### config.mk
export PLATFORM = sky130hd
export DESIGN_NAME = dm_cache
export DESIGN_NICKNAME = d
export VERILOG_FILES = /design/src/rtl/dmc_pkg.sv /design/src/rtl/dmc_store.sv /design/src/rtl/dmc_lookup.sv /design/src/rtl/dmc_ctrl.sv /design/src/rtl/dm_cache.sv
export SDC_FILE = /design/constraint.sdc
export NUM_CORES = 1
export LEC_CHECK = 0
export BUFFER_PORTS_ARGS = -buffer_cell sky130_fd_sc_hd__buf_2
export CAP_MARGIN = 10
export CORE_ASPECT_RATIO = 1.1
export CORE_MARGIN = 5
export CORE_UTILIZATION = 50
export CTS_CLUSTER_DIAMETER = 150
export DETAILED_ROUTE_END_ITERATION = 6
export PLACE_DENSITY_LB_ADDON = 0.05
export RECOVER_POWER = 50
export SLEW_MARGIN = 20
export SYNTH_ARGS = -nofsm -noshare
export SYNTH_HDL_FRONTEND = slang
export SYNTH_HIERARCHICAL = 1
export SYNTH_SLANG_ARGS = --single-unit
### constraint.sdc
create_clock -name clk -period 7.6 [get_ports clk]
set_input_delay 0.38 -clock clk [delete_from_list [all_inputs] [get_ports clk]]
set_output_delay 0.38 -clock clk [all_outputs]
set_load 0.02 [all_outputs]
### src/rtl/dmc_pkg.sv
`timescale 1ns/1ps
package dmc_pkg;
    localparam int ADDR_W  = 16;
    localparam int WORD_W  = 16;
    localparam int INDEX_W = 4;
    localparam int WPL     = 2;
    localparam int OFF_W   = $clog2(WPL);
    localparam int TAG_W   = ADDR_W - INDEX_W - OFF_W;
    localparam int LINES   = 1 << INDEX_W;
    localparam int LINE_W  = WORD_W * WPL;
    localparam int BPW     = WORD_W / 8;
    localparam int NBYTES  = BPW * WPL;
    localparam int PAR_W   = NBYTES + 1;   // top bit covers the tag

    typedef logic [ADDR_W-1:0]  addr_t;
    typedef logic [WORD_W-1:0]  word_t;
    typedef logic [INDEX_W-1:0] idx_t;
    typedef logic [TAG_W-1:0]   tag_t;
    typedef logic [OFF_W-1:0]   off_t;
    typedef logic [LINE_W-1:0]  line_t;
    typedef logic [PAR_W-1:0]   par_t;

    typedef enum logic [1:0] {ST_IDLE, ST_FILL, ST_WRITE} ctl_state_e;

    typedef struct packed {
        tag_t tag;
        idx_t idx;
        off_t off;
    } addr_f_t;

    typedef struct packed {
        logic  valid;
        tag_t  tag;
        line_t data;
        par_t  par;
    } entry_t;

    function automatic addr_f_t split_addr(input addr_t a);
        return addr_f_t'(a);
    endfunction

    function automatic par_t gen_par(input tag_t t, input line_t d);
        par_t p;
        for (int b = 0; b < NBYTES; b++) p[b] = ^d[b*8 +: 8];
        p[PAR_W-1] = ^t;
        return p;
    endfunction
endpackage

### src/rtl/dmc_store.sv
`timescale 1ns/1ps
module dmc_store import dmc_pkg::*; (
    input  logic   clk,
    input  logic   rst,
    input  idx_t   rd_idx,
    output entry_t rd_entry,
    input  idx_t   snp_idx,
    output logic   snp_valid,
    output tag_t   snp_tag,
    input  logic   fill_en,
    input  idx_t   fill_idx,
    input  tag_t   fill_tag,
    input  line_t  fill_data,
    input  logic   wr_en,
    input  idx_t   wr_idx,
    input  off_t   wr_off,
    input  word_t  wr_word,
    input  logic   inv_en,
    input  idx_t   inv_idx
);
    logic valid_q [LINES];
    tag_t tag_q   [LINES];
    line_t data_q [LINES];
    logic [LINES-1:0][PAR_W-1:0] par_q;
    line_t upd_line;

    // Valid bits: invalidation beats a fill on the same line.
    for (genvar i = 0; i < LINES; i++) begin : g_valid
        always_ff @(posedge clk) begin
            if (rst)
                valid_q[i] <= 1'b0;
            else if (inv_en && inv_idx == idx_t'(i))
                valid_q[i] <= 1'b0;
            else if (fill_en && fill_idx == idx_t'(i))
                valid_q[i] <= 1'b1;
        end
    end

    always_comb begin
        upd_line = data_q[wr_idx];
        upd_line[int'(wr_off)*WORD_W +: WORD_W] = wr_word;
    end

    always_ff @(posedge clk) begin
        if (fill_en) begin
            tag_q[fill_idx]  <= fill_tag;
            data_q[fill_idx] <= fill_data;
            par_q[fill_idx]  <= gen_par(fill_tag, fill_data);
        end else if (wr_en) begin
            data_q[wr_idx] <= upd_line;
            par_q[wr_idx]  <= gen_par(tag_q[wr_idx], upd_line);
        end
    end

    assign rd_entry = '{valid: valid_q[rd_idx], tag: tag_q[rd_idx],
                        data: data_q[rd_idx], par: par_q[rd_idx]};
    assign snp_valid = valid_q[snp_idx];
    assign snp_tag   = tag_q[snp_idx];
endmodule

### src/rtl/dmc_lookup.sv
`timescale 1ns/1ps
module dmc_lookup import dmc_pkg::*; (
    input  addr_f_t fa,
    input  entry_t  e,
    output logic    hit,
    output logic    perr,
    output word_t   word
);
    logic [BPW-1:0] byte_bad;
    logic tag_bad;

    assign word = e.data[int'(fa.off)*WORD_W +: WORD_W];

    for (genvar b = 0; b < BPW; b++) begin : g_bytechk
        assign byte_bad[b] = (^word[b*8 +: 8]) != e.par[int'(fa.off)*BPW + b];
    end

    assign tag_bad = (^e.tag) != e.par[PAR_W-1];
    assign perr    = e.valid && (tag_bad || (|byte_bad));
    assign hit     = e.valid && (e.tag == fa.tag) && !perr;
endmodule

### src/rtl/dmc_ctrl.sv
`timescale 1ns/1ps
module dmc_ctrl import dmc_pkg::*; (
    input  logic  clk,
    input  logic  rst,
    input  logic  cpu_req,
    input  logic  cpu_we,
    input  addr_t cpu_addr,
    input  word_t cpu_wdata,
    input  logic  hit,
    input  logic  perr,
    input  logic  mem_ready,
    output addr_t lk_addr,
    output logic  mem_req,
    output logic  mem_we,
    output addr_t mem_addr,
    output word_t mem_wdata,
    output logic  cpu_ready,
    output logic  fill_en,
    output logic  wr_en,
    output logic  parity_err
);
    ctl_state_e state_q, state_d;
    addr_t addr_q;
    word_t wdata_q;
    logic  perr_q;
    logic  idle, rd_lookup;

    assign idle      = (state_q == ST_IDLE);
    assign rd_lookup = idle && cpu_req && !cpu_we;

    always_comb begin
        state_d = state_q;
        case (state_q)
            ST_IDLE: begin
                if (cpu_req && cpu_we)  state_d = ST_WRITE;
                else if (rd_lookup && !hit) state_d = ST_FILL;
            end
            default: if (mem_ready) state_d = ST_IDLE;
        endcase
    end

    always_ff @(posedge clk) begin
        if (rst) begin
            state_q <= ST_IDLE;
            addr_q  <= '0;
            wdata_q <= '0;
            perr_q  <= 1'b0;
        end else begin
            state_q <= state_d;
            if (idle && cpu_req) begin
                addr_q  <= cpu_addr;
                wdata_q <= cpu_wdata;
            end
            if (rd_lookup && perr) perr_q <= 1'b1;
        end
    end

    assign lk_addr    = idle ? cpu_addr : addr_q;
    assign mem_req    = !idle;
    assign mem_we     = (state_q == ST_WRITE);
    assign mem_addr   = (state_q == ST_FILL) ? {addr_q[ADDR_W-1:OFF_W], {OFF_W{1'b0}}} : addr_q;
    assign mem_wdata  = wdata_q;
    assign fill_en    = (state_q == ST_FILL) && mem_ready;
    assign wr_en      = mem_we && mem_ready && hit;
    assign cpu_ready  = (rd_lookup && hit) || (mem_we && mem_ready);
    assign parity_err = perr_q;
endmodule

### src/rtl/dm_cache.sv
`timescale 1ns/1ps
module dm_cache import dmc_pkg::*; (
    input  logic              clk,
    input  logic              rst,
    input  logic              cpu_req,
    input  logic              cpu_we,
    input  logic [ADDR_W-1:0] cpu_addr,
    input  logic [WORD_W-1:0] cpu_wdata,
    output logic [WORD_W-1:0] cpu_rdata,
    output logic              cpu_ready,
    output logic              mem_req,
    output logic              mem_we,
    output logic [ADDR_W-1:0] mem_addr,
    output logic [WORD_W-1:0] mem_wdata,
    input  logic [LINE_W-1:0] mem_rdata,
    input  logic              mem_ready,
    input  logic              snoop_valid,
    input  logic [ADDR_W-1:0] snoop_addr,
    output logic              parity_err
);
    addr_t   lk_addr;
    addr_f_t lk_f, sn_f;
    entry_t  rd_entry;
    logic    hit, perr, fill_en, wr_en, inv_en, snp_v;
    tag_t    snp_tag;

    assign lk_f = split_addr(lk_addr);
    assign sn_f = split_addr(snoop_addr);

    // Snoop kills a matching line, and any line whose fill lands this cycle.
    assign inv_en = snoop_valid &&
                    ((snp_v && snp_tag == sn_f.tag) || (fill_en && lk_f.idx == sn_f.idx));

    dmc_ctrl u_ctrl (
        .clk(clk), .rst(rst), .cpu_req(cpu_req), .cpu_we(cpu_we),
        .cpu_addr(cpu_addr), .cpu_wdata(cpu_wdata), .hit(hit), .perr(perr),
        .mem_ready(mem_ready), .lk_addr(lk_addr), .mem_req(mem_req),
        .mem_we(mem_we), .mem_addr(mem_addr), .mem_wdata(mem_wdata),
        .cpu_ready(cpu_ready), .fill_en(fill_en), .wr_en(wr_en),
        .parity_err(parity_err)
    );

    dmc_store u_store (
        .clk(clk), .rst(rst), .rd_idx(lk_f.idx), .rd_entry(rd_entry),
        .snp_idx(sn_f.idx), .snp_valid(snp_v), .snp_tag(snp_tag),
        .fill_en(fill_en), .fill_idx(lk_f.idx), .fill_tag(lk_f.tag),
        .fill_data(mem_rdata), .wr_en(wr_en), .wr_idx(lk_f.idx),
        .wr_off(lk_f.off), .wr_word(mem_wdata), .inv_en(inv_en),
        .inv_idx(sn_f.idx)
    );

    dmc_lookup u_lookup (
        .fa(lk_f), .e(rd_entry), .hit(hit), .perr(perr), .word(cpu_rdata)
    );
endmodule

### Word level (Yosys, flattened, before mapping)

Memory sizes are Yosys's and may differ from the RTL's.
Cells that the tools add are included.
Widths: inputs -> output; s select.

* output and inout bits: 52
* bits in registers: 115
* memories: 3
* bits in writable memories: 704

* $lt $le $gt $ge: 4
* reduce and logical (&&, ||, !) cells: 74
* shift operators: 3
* multiplexer cells: 172
* equality and inequality tests: 39
* add/sub/neg operators: 2
* bitwise operators: 33

Memory list
* u_store.data_q: depth 16, bits a word 32, read ports 1, clocked after Yosys merged registers in 0, write ports 1, line dmc_store.sv:23 `line_t data_q [LINES];`
* u_store.tag_q: depth 16, bits a word 11, read ports 2, clocked after Yosys merged registers in 0, write ports 1, line dmc_store.sv:22 `tag_t tag_q [LINES];`
* u_store.valid_q: depth 16, bits a word 1, read ports 2, clocked after Yosys merged registers in 0, write ports 16, line dmc_store.sv:21 `logic valid_q [LINES];`

Operator list (count)
* $bwmux 80: 2
* $mux 80: 2
* $mux 1: 156
* $reduce_xor 8->1: 10
* $eq 4x4->1 const B: 16
* $logic_and 1x1->1: 48
* $neg 5->33: 1
* $or 1x1->1: 33
* $shift 16x33->32 const A: 1
* $shiftx 16x33->32: 1
* $bwmux 32: 1
* $eq 4x3->1 const B: 8
* $lt 32x5->1 const B: 1
* $mux 32: 1
* $shiftx 32x6->16: 1
* $eq 11x11->1: 2
* $reduce_xor 11->1: 2
* $bmux 5 s4: 1
* $demux 5 s4: 1
* $eq 4x2->1 const B: 4
* $mux 16: 1
* $mux 5: 2
* $eq 4x1->1 const B: 2
* $logic_not 4->1: 2
* 17 further kinds: 28

### Logic depth before layout (Yosys ltp)

Gate-level depths: netlist of run 1.

* depth in word-level cells: 18
* depth in mapped cells: 18
* depth with buffers taken out: 13

### Modules after synthesis

Netlist of run 1, hierarchy kept.

By module, submodules not included
* dmc_store: cells an instance 2053, seq. area each 23542.6 sq um, area an instance 38913.6 sq um, instances 1
* dmc_ctrl: cells an instance 193, seq. area each 700.7 sq um, area an instance 1999.4 sq um, instances 1
* dmc_lookup: cells an instance 78, seq. area each 0.0 sq um, area an instance 763.2 sq um, instances 1
* dm_cache: cells an instance 24, seq. area each 0.0 sq um, area an instance 181.4 sq um, instances 1

### Worst setup path before layout of run 1

Ideal clock, no wire load.

* path kind: flip-flop to flip-flop
* start: reg u_ctrl.state_q[1]
* end: mem u_store/data_q[15][0] (netlist bit) (enable)
* library setup time: 0.466 ns
* data arrival time: 7.053 ns
* path buffers: 4
* stages on the path, launching flop included: 17
* period minus slack after synthesis: 7.519 ns
* slack: 0.081 ns
* cells stage by stage: dfxtp_1 > nor2_4 > mux2_2 > clkbuf_1 > buf_1 > buf_1 > mux4_2 > mux4_2 > xor2_1 > mux2i_1 > xnor2_1 > xnor3_1 > nor4_2 > and3_1 > inv_1 > clkbuf_1 > o21ai_0

RTL lines
* start, declared: line dmc_ctrl.sv:22 `ctl_state_e state_q, state_d;`
* start signal, assigned: line dmc_ctrl.sv:49 `state_q <= state_d;`
* end, declared: line dmc_store.sv:23

==> reports/metrics.cfg, run 1 <==
[global_routing]
antenna_found_initial = 2
grt_overflow = 0
grt_max_degree = 86
first_global_vias = 25500
track_usage = 0.273
grt_pass1_wl_um = 177000

[timing]
finalSetupViolCount = 0
timing.setup.tns_ps = 0
rsz0062_at_grt = false
worst_pin_slew_ps = 3000
post-route-period-util = 0.925
setup_ws_ps = 572
finClkSkew_ps = 24.9
final-hold-violation-count = 0
slew_viol_final = 126
max_freq_mhz = 142
relSlewSlack = -1.00
period_needed_ps = 7030

[synth]
async_flop_share = 0
synth_flop_cell = edfxtp_1
synth_edf_count = 784
yosysWarnings = 6
yosys-top-cells-area = edfxtp_1, mux4_2, mux2i_1
yosysTopAreaCell = edfxtp_1
synth_nets = 2434
synth_top_area_frac = 0.562
synth.distinct_cells = 65
synth_area_per_cell_um2 = 17.8
synth_seq_cells = 819
ys_seq_area_frac = 0.579
synth_cells = 2348
syn_area_um2 = 41900

[layout]
mostFrequentLayoutCell = edfxtp_1
drive_gt1_frac = 0.328
fin_nets = 2612
fin_cells = 3670
area_delta_synth_final_pct = 12.6
final_core_util = 0.567
design_area_um2 = 47100
fillers = 6383
layout_common_cells = edfxtp_1, mux4_2, mux2i_1, nand2_1, xnor2_1

[setup_path]
critPathTopFamily = multiplexers
critPathSlowestCell = nor4_1
path_buf_inv = 5
startpoint_type = flip-flop
critPathMostFrequentCell = buf_4
cp.arrival_ps = 7330
path_cells = nor2_1 -> buf_4 -> mux2_8 -> buf_12 -> mux4_2 -> mux4_2 -> xnor3_1 -> mux2i_1 -> xnor2_1 -> xnor2_1 -> nor4_1 -> and3_1 -> inv_1 -> buf_4 -> o21ai_4 -> buf_4
crit_fanout = 52
crit_type = reg -> reg
cp-end-kind = flip-flop
cp.required_ps = 7900
slowest_delay_ps = 750

[pwr]
sw_frac_of_total = 0.288
combPwrFrac = 0.226
intPower_uw = 8550
peakVddDrop_mv = 0.186
power_density_nw_per_um2 = 255
p_sw_uw = 3460
clockPowerShare = 0.354
seqPwrFrac = 0.420
leakagePower_uw = 0.0153

[outcome]
status = complete, but fails checks
violations = capacitance limit, slew limit

[place]
gp_congestion = 0.809
dp_slack_ps = 899
hpwl_um = 75600
numPortBuffers = 136
dp.cells = 3481
dpl_cell_area_um2 = 44300

[cts]
numCtsBuffers = 88
clk_path_buf_depth = 3
cts.sinks = 819
path_clk_slew_ps = 60
clkLatencyLatePin_ps = 650
cts-root-buf = clkbuf_16
post_cts.repair.setup_buffers = 0
cts_tree = done
htreeDepth = 3

[floorplanning]
placementRows = 111
core_area_um2 = 83200
start_util = 0.503
die_h_um = 313
pin_count = 138
design.die.area_um2 = 89600
die_w_um = 286

[drt]
vias = 24500
vias_per_cell = 6.68
dr.first_iter.drc_count = 2562
final_antenna_net_count = 0
wl_um = 123000
firstDrtPassIters = 5
drc = 0
wire_per_inst_um = 33.5

[job]
cap_viol_max_count = 6

[min_path]
holdCritPathClass = in -> reg

## metal layers
layer / part of all wire / vias up / global-route usage / wire, um
met5: 0 / - / 0 / 0
met4: 0.033 / 0 / 0.0824 / 4080
met3: 0.079 / 205 / 0.0540 / 9660
met2: 0.50 / 1111 / 0.466 / 62000
met1: 0.38 / 13100 / 0.360 / 47200
li1: - / 10100 / - / -
## cells in the mapped netlist (3+ instances only)
| cell type | n |
|---|---|
| a221oi_2 | 7 |
| nand2_1 | 105 |
| nor3_1 | 3 |
| o32ai_2 | 6 |
| a21oi_1 | 51 |
| edfxtp_1 | 784 |
| nand4_1 | 5 |
| o21ai_0 | 48 |
| mux4_2 | 445 |
| o22ai_2 | 11 |
| nor2b_1 | 22 |
| mux2_4 | 10 |
| buf_12 | 4 |
| mux2_1 | 14 |
| nand2b_1 | 66 |
| xnor3_1 | 3 |
| a221oi_1 | 3 |
| nor2_1 | 45 |
| xor2_1 | 18 |
| buf_4 | 20 |
| clkbuf_1 | 97 |
| a22o_1 | 10 |
| inv_1 | 24 |
| dfxtp_1 | 35 |
| and2_1 | 7 |
| o221ai_1 | 7 |
| xnor2_2 | 8 |
| xnor2_1 | 103 |
| nand3_1 | 11 |
| o22ai_1 | 94 |
| mux2_2 | 33 |
| o211ai_1 | 22 |
| buf_2 | 26 |
| and3_1 | 6 |
| buf_6 | 22 |
| a31oi_1 | 4 |
| mux2i_1 | 110 |
| nor3b_1 | 6 |
| buf_1 | 23 |
## worst min-delay path: cells and delay by family
family,cells,cell delay [ps]
multiplexers,1,70
buffers and inverters,1,110
AND/OR/NAND/NOR,1,60
## sequential cells by signal, summed over array words and instances, names as in the netlist
signal,flops
u_ctrl/addr_q,16
u_ctrl/mem_wdata,16
u_store/data_q,512
u_store/valid_q,16
u_ctrl/parity_err,1
u_ctrl/state_q,2
u_store/tag_q,176
u_store/par_q,80
## per-stage QoR
stage                     total power (uW)  hold slack (ps)
after floorplan                       7040              455
after global placement                7860              470
after detailed placement              7880              473
after CTS                            12200             1.79
after global routing                 12400             27.1
final                                12000             30.6
## cell families (layout without fill, tap and decap cells)
| kind of cell | count (synthesis) | after routing | synth area share |
|---|---|---|---|
| XOR/XNOR | 132 | 132 | 0.0300 |
| multiplexers | 612 | 612 | 0.282 |
| other | 0 | 1 | 0 |
| AO/OA/AOI/OAI | 279 | 279 | 0.0462 |
| AND/OR/NAND/NOR | 288 | 288 | 0.0347 |
| buffers and inverters | 218 | 466 | 0.0279 |
| flip-flops | 819 | 819 | 0.579 |
## final timing paths
kind	from	end	slack, ps	cells after the start
setup reg to reg	u_ctrl/state_q[0]$_SDFFE_PP0P_	u_store/data_q[15][7]$_DFFE_PP_	570	16
hold reg to reg	u_ctrl/addr_q[11]$_SDFFE_PP0P_	u_ctrl/addr_q[11]$_SDFFE_PP0P_	490	2
setup / recovery	u_ctrl/state_q[0]$_SDFFE_PP0P_	u_store/data_q[15][7]$_DFFE_PP_	570	16
hold / removal	cpu_addr[0]	u_ctrl/addr_q[0]$_SDFFE_PP0P_	30	3
## area by class of cell
| type | instances | area (um2) | area share |
|---|---|---|---|
| Clock inverter | 39 | 347 | 0.00735 |
| Antenna cell | 1 | 2.50 | 0.0000531 |
| Timing Repair Buffer | 281 | 1980 | 0.0420 |
| Tap cell | 1073 | 1340 | 0.0285 |
| Sequential cell | 819 | 24200 | 0.514 |
| Inverter | 25 | 93.8 | 0.00199 |
| Clock buffer | 121 | 2490 | 0.0529 |
| Multi-Input combinational cell | 1311 | 16600 | 0.353 |
## repair_timing
| action | in CTS | in global routing |
|---|---|---|
| gates resized for setup | 0 | 0 |
| hold buffers | 28 | 0 |
| hold endpoints to repair | 28 | 0 |
## power groups by stage
| stage | registers (uW) | logic, uW | clock network, uW |
|---|---|---|---|
| after detailed placement | 5130 | 2750 | 0 |
| after floorplan | 5120 | 1920 | 0 |
| after global placement | 5130 | 2730 | 0 |
| final | 5040 | 2710 | 4260 |
| after CTS | 5040 | 2770 | 4350 |
| after global routing | 5040 | 2840 | 4530 |
No activity file was read; power rests on OpenSTA's default activity.
==> run 2, diff against run 1 <==
CORE_UTILIZATION = 45   (was 50)
SLEW_MARGIN = default   (was 20)
==> run 2 against run 1 <==
Against the previous run:
- the run still ends with capacitance limit, slew limit left
- clock power shrank 0.9%
- non-clock buffer count grew 8
- clock skew is essentially flat
- critical path type unchanged
- wire length grew 1.5%
- global-route usage shrank 2.2 points
- via count is essentially flat
- maximum frequency grew 0.49%
- sequential power is essentially flat
- critical path depth shrank 1
- combinational power grew 2%
- sequential cell count is the same
==> reports/metrics.cfg, run 2 (synthesized netlist as in run 1, its figures left out) <==
[floorplanning]
design.die.area_um2 = 99200  ; was 89,600 um2
core_area_um2 = 92500  ; was 83,200 um2
die_h_um = 330  ; was 313 um
die_w_um = 301  ; was 286 um
placementRows = 117  ; was 111
start_util = 0.452  ; was 0.503
pin_count = 138  ; unchanged

[drt]
drc = 0  ; unchanged
dr.first_iter.drc_count = 2206  ; was 2,562
final_antenna_net_count = 0  ; unchanged
wl_um = 125000  ; was 123,000 um
vias = 24500  ; about the same
wire_per_inst_um = 32.4  ; was 33.5 um
firstDrtPassIters = 6  ; was 5
vias_per_cell = 6.36  ; was 6.68

[setup_path]
reg2reg_slack_ps = 610  ; was 570 ps
timing.rr.end = u_store/data_q[0][2]$_DFFE_PP_  ; was u_store/data_q[15][7]$_DFFE_PP_
crit_type = reg -> reg  ; unchanged
cp-end-kind = flip-flop  ; unchanged
startpoint_type = flip-flop  ; unchanged
cp.arrival_ps = 7310  ; was 7330 ps
r2r_cells = 15  ; was 16
crit_fanout = 24  ; was 52
r2r_start = u_ctrl/state_q[0]$_SDFFE_PP0P_  ; unchanged
cp.required_ps = 7910  ; was 7900 ps

[cts]
cts-root-buf = clkbuf_16  ; unchanged
htreeDepth = 3  ; unchanged
cts.sinks = 819  ; unchanged
path_clk_slew_ps = 60  ; about the same
clk_path_buf_depth = 3  ; unchanged
post_cts.repair.setup_buffers = 0  ; unchanged
cts_tree = done  ; unchanged
numCtsBuffers = 90  ; was 88
clkLatencyLatePin_ps = 660  ; was 650 ps
cts.repair.resized = 0  ; unchanged

[pwr]
seqPwrFrac = 0.419  ; was 0.420
power_density_nw_per_um2 = 254  ; was 255 nW/um2
finalPower_uw = 12000  ; about the same
p_sw_uw = 3540  ; was 3460 uW
peakVddDrop_mv = 0.156  ; was 0.186 mV
leakagePower_uw = 0.0154  ; was 0.0153 uW
sw_frac_of_total = 0.294  ; was 0.288
combPwrFrac = 0.230  ; was 0.226
intPower_uw = 8490  ; was 8550 uW
clockPowerShare = 0.351  ; was 0.354

[timing]
finalSetupViolCount = 0  ; unchanged
period_needed_ps = 6990  ; was 7030 ps
whs_ps = 46.8  ; was 30.6 ps
final-hold-violation-count = 0  ; unchanged
finClkSkew_ps = 25.2  ; was 24.9 ps
worst_pin_slew_ps = 3190  ; was 3000 ps
relSlewSlack = -1.13  ; was -1.00
slew_viol_final = 50  ; was 126
rsz0062_at_grt = false  ; unchanged
post-route-period-util = 0.920  ; was 0.925
timing.setup.tns_ps = 0  ; unchanged
max_freq_mhz = 143  ; was 142 MHz

[layout]
drive_gt1_frac = 0.327  ; was 0.328
multi_input_area_um2 = 16600  ; about the same
layout_common_cells = edfxtp_1, mux4_2, mux2i_1, nand2_1, xnor2_1  ; unchanged
top_register = u_store/data_q  ; unchanged
mostFrequentLayoutCell = edfxtp_1  ; unchanged
area_delta_synth_final_pct = 13.3  ; was 12.6%
largest_registers = u_store/data_q x512, u_store/tag_q x176, u_store/par_q x80  ; unchanged
largest_reg_flops = 512  ; unchanged
design_area_um2 = 47400  ; was 47,100 um2
fin_nets = 2622  ; was 2,612
layout.area.seq_um2 = 24200  ; unchanged
fillers = 7648  ; was 6,383

[min_path]
min_to = u_ctrl/addr_q[3]$_SDFFE_PP0P_  ; was u_ctrl/addr_q[0]$_SDFFE_PP0P_
min-delay-start = cpu_addr[3]  ; was cpu_addr[0]
hold_depth = 3  ; unchanged
holdCritPathClass = in -> reg  ; unchanged

[global_routing]
antenna_found_initial = 2  ; unchanged
grt_overflow = 0  ; unchanged
first_global_vias = 25600  ; was 25,500
track_usage = 0.251  ; was 0.273
grt_pass1_wl_um = 180000  ; was 177,000 um
grt_max_degree = 86  ; unchanged

[place]
gp_congestion = 0.814  ; was 0.809
dpl_cell_area_um2 = 44500  ; was 44,300 um2
numPortBuffers = 136  ; unchanged
hpwl_um = 77200  ; was 75,600 um

[outcome]
status = complete, but fails checks  ; unchanged
violations = capacitance limit, slew limit  ; unchanged

[job]
cap_viol_max_count = 3  ; was 6

[run 2: cell count changes in the layout (fill, tap and decap cells not counted), moves of 4 or more]
cell           previous run  this run
clkbuf_1                 83        76
dlygate4sd3_1            28        32
buf_4                    71        75
clkinv_1                  9        19
[run 2: worst max path at each step]
stage / from / to / slack, ps / depth (start not counted)
CTS: u_ctrl/state_q[0]$_SDFFE_PP0P_ / u_store/data_q[0][2]$_DFFE_PP_ / 890 / 15
global placement: u_ctrl/state_q[0]$_SDFFE_PP0P_ / u_store/data_q[0][2]$_DFFE_PP_ / 1030 / 15
finish: u_ctrl/state_q[0]$_SDFFE_PP0P_ / u_store/data_q[0][2]$_DFFE_PP_ / 610 / 15
floorplan: u_ctrl/state_q[1]$_SDFFE_PP0P_ / u_store/data_q[15][0]$_DFFE_PP_ / 80 / 16
global route: u_ctrl/state_q[0]$_SDFFE_PP0P_ / u_store/data_q[8][29]$_DFFE_PP_ / 420 / 16
detailed placement: u_ctrl/state_q[0]$_SDFFE_PP0P_ / u_store/data_q[0][2]$_DFFE_PP_ / 910 / 15
[run 2: timing repair]
item                       4_1_cts  5_1_grt
hold buffers                    32        0
hold endpoints to repair        32        0
setup endpoints to repair        0        0
[run 2: layer usage]
metal | GRT usage | wire [um]
met5 | 0 | 0
met2 | 0.444 | 64000
met3 | 0.0310 | 7220
met1 | 0.331 | 49900
met4 | 0.0719 | 3730
[run 2: worst max-delay path, cell delays in order (launching register included)]
cell,delay [ps]
dfxtp_1,350
nor2_1,340
buf_4,390
mux2_4,550
clkbuf_1,650
clkbuf_1,620
mux4_2,460
xor2_1,180
a21oi_1,210
xnor3_1,440
nor4_2,510
and3_1,420
nor2_2,260
buf_4,240
a21oi_4,610
buf_12,340
[run 2: metrics by stage]
stage | setup WS, ps | utilization | cells
3_3_place_gp | 1030 | 0.481 | 3660
4_1_cts | 889 | 0.515 | 3853
3_5_place_dp | 913 | 0.481 | 3661
5_1_grt | 419 | 0.512 | 3853
2_1_floorplan | 81.4 | - | 2348
6_report | 606 | 0.512 | 3854
[run 2: power by group through the flow]
stage                     clock, uW  combinational (uW)  sequential, uW
after detailed placement          0                2810            5130
final                          4220                2770            5040
after global placement            0                2800            5130
after floorplan                   0                1920            5120
after global routing           4510                2910            5040
after CTS                      4310                2830            5040
[run 2: area by class of cell]
type | count | area share
Clock buffer | 112 | 0.0510
Multi-Input combinational cell | 1311 | 0.351
Timing Repair Buffer | 289 | 0.0432
Tap cell | 1249 | 0.0330
Inverter | 25 | 0.00198
Antenna cell | 1 | 0.0000528
Clock inverter | 48 | 0.00823
Sequential cell | 819 | 0.511
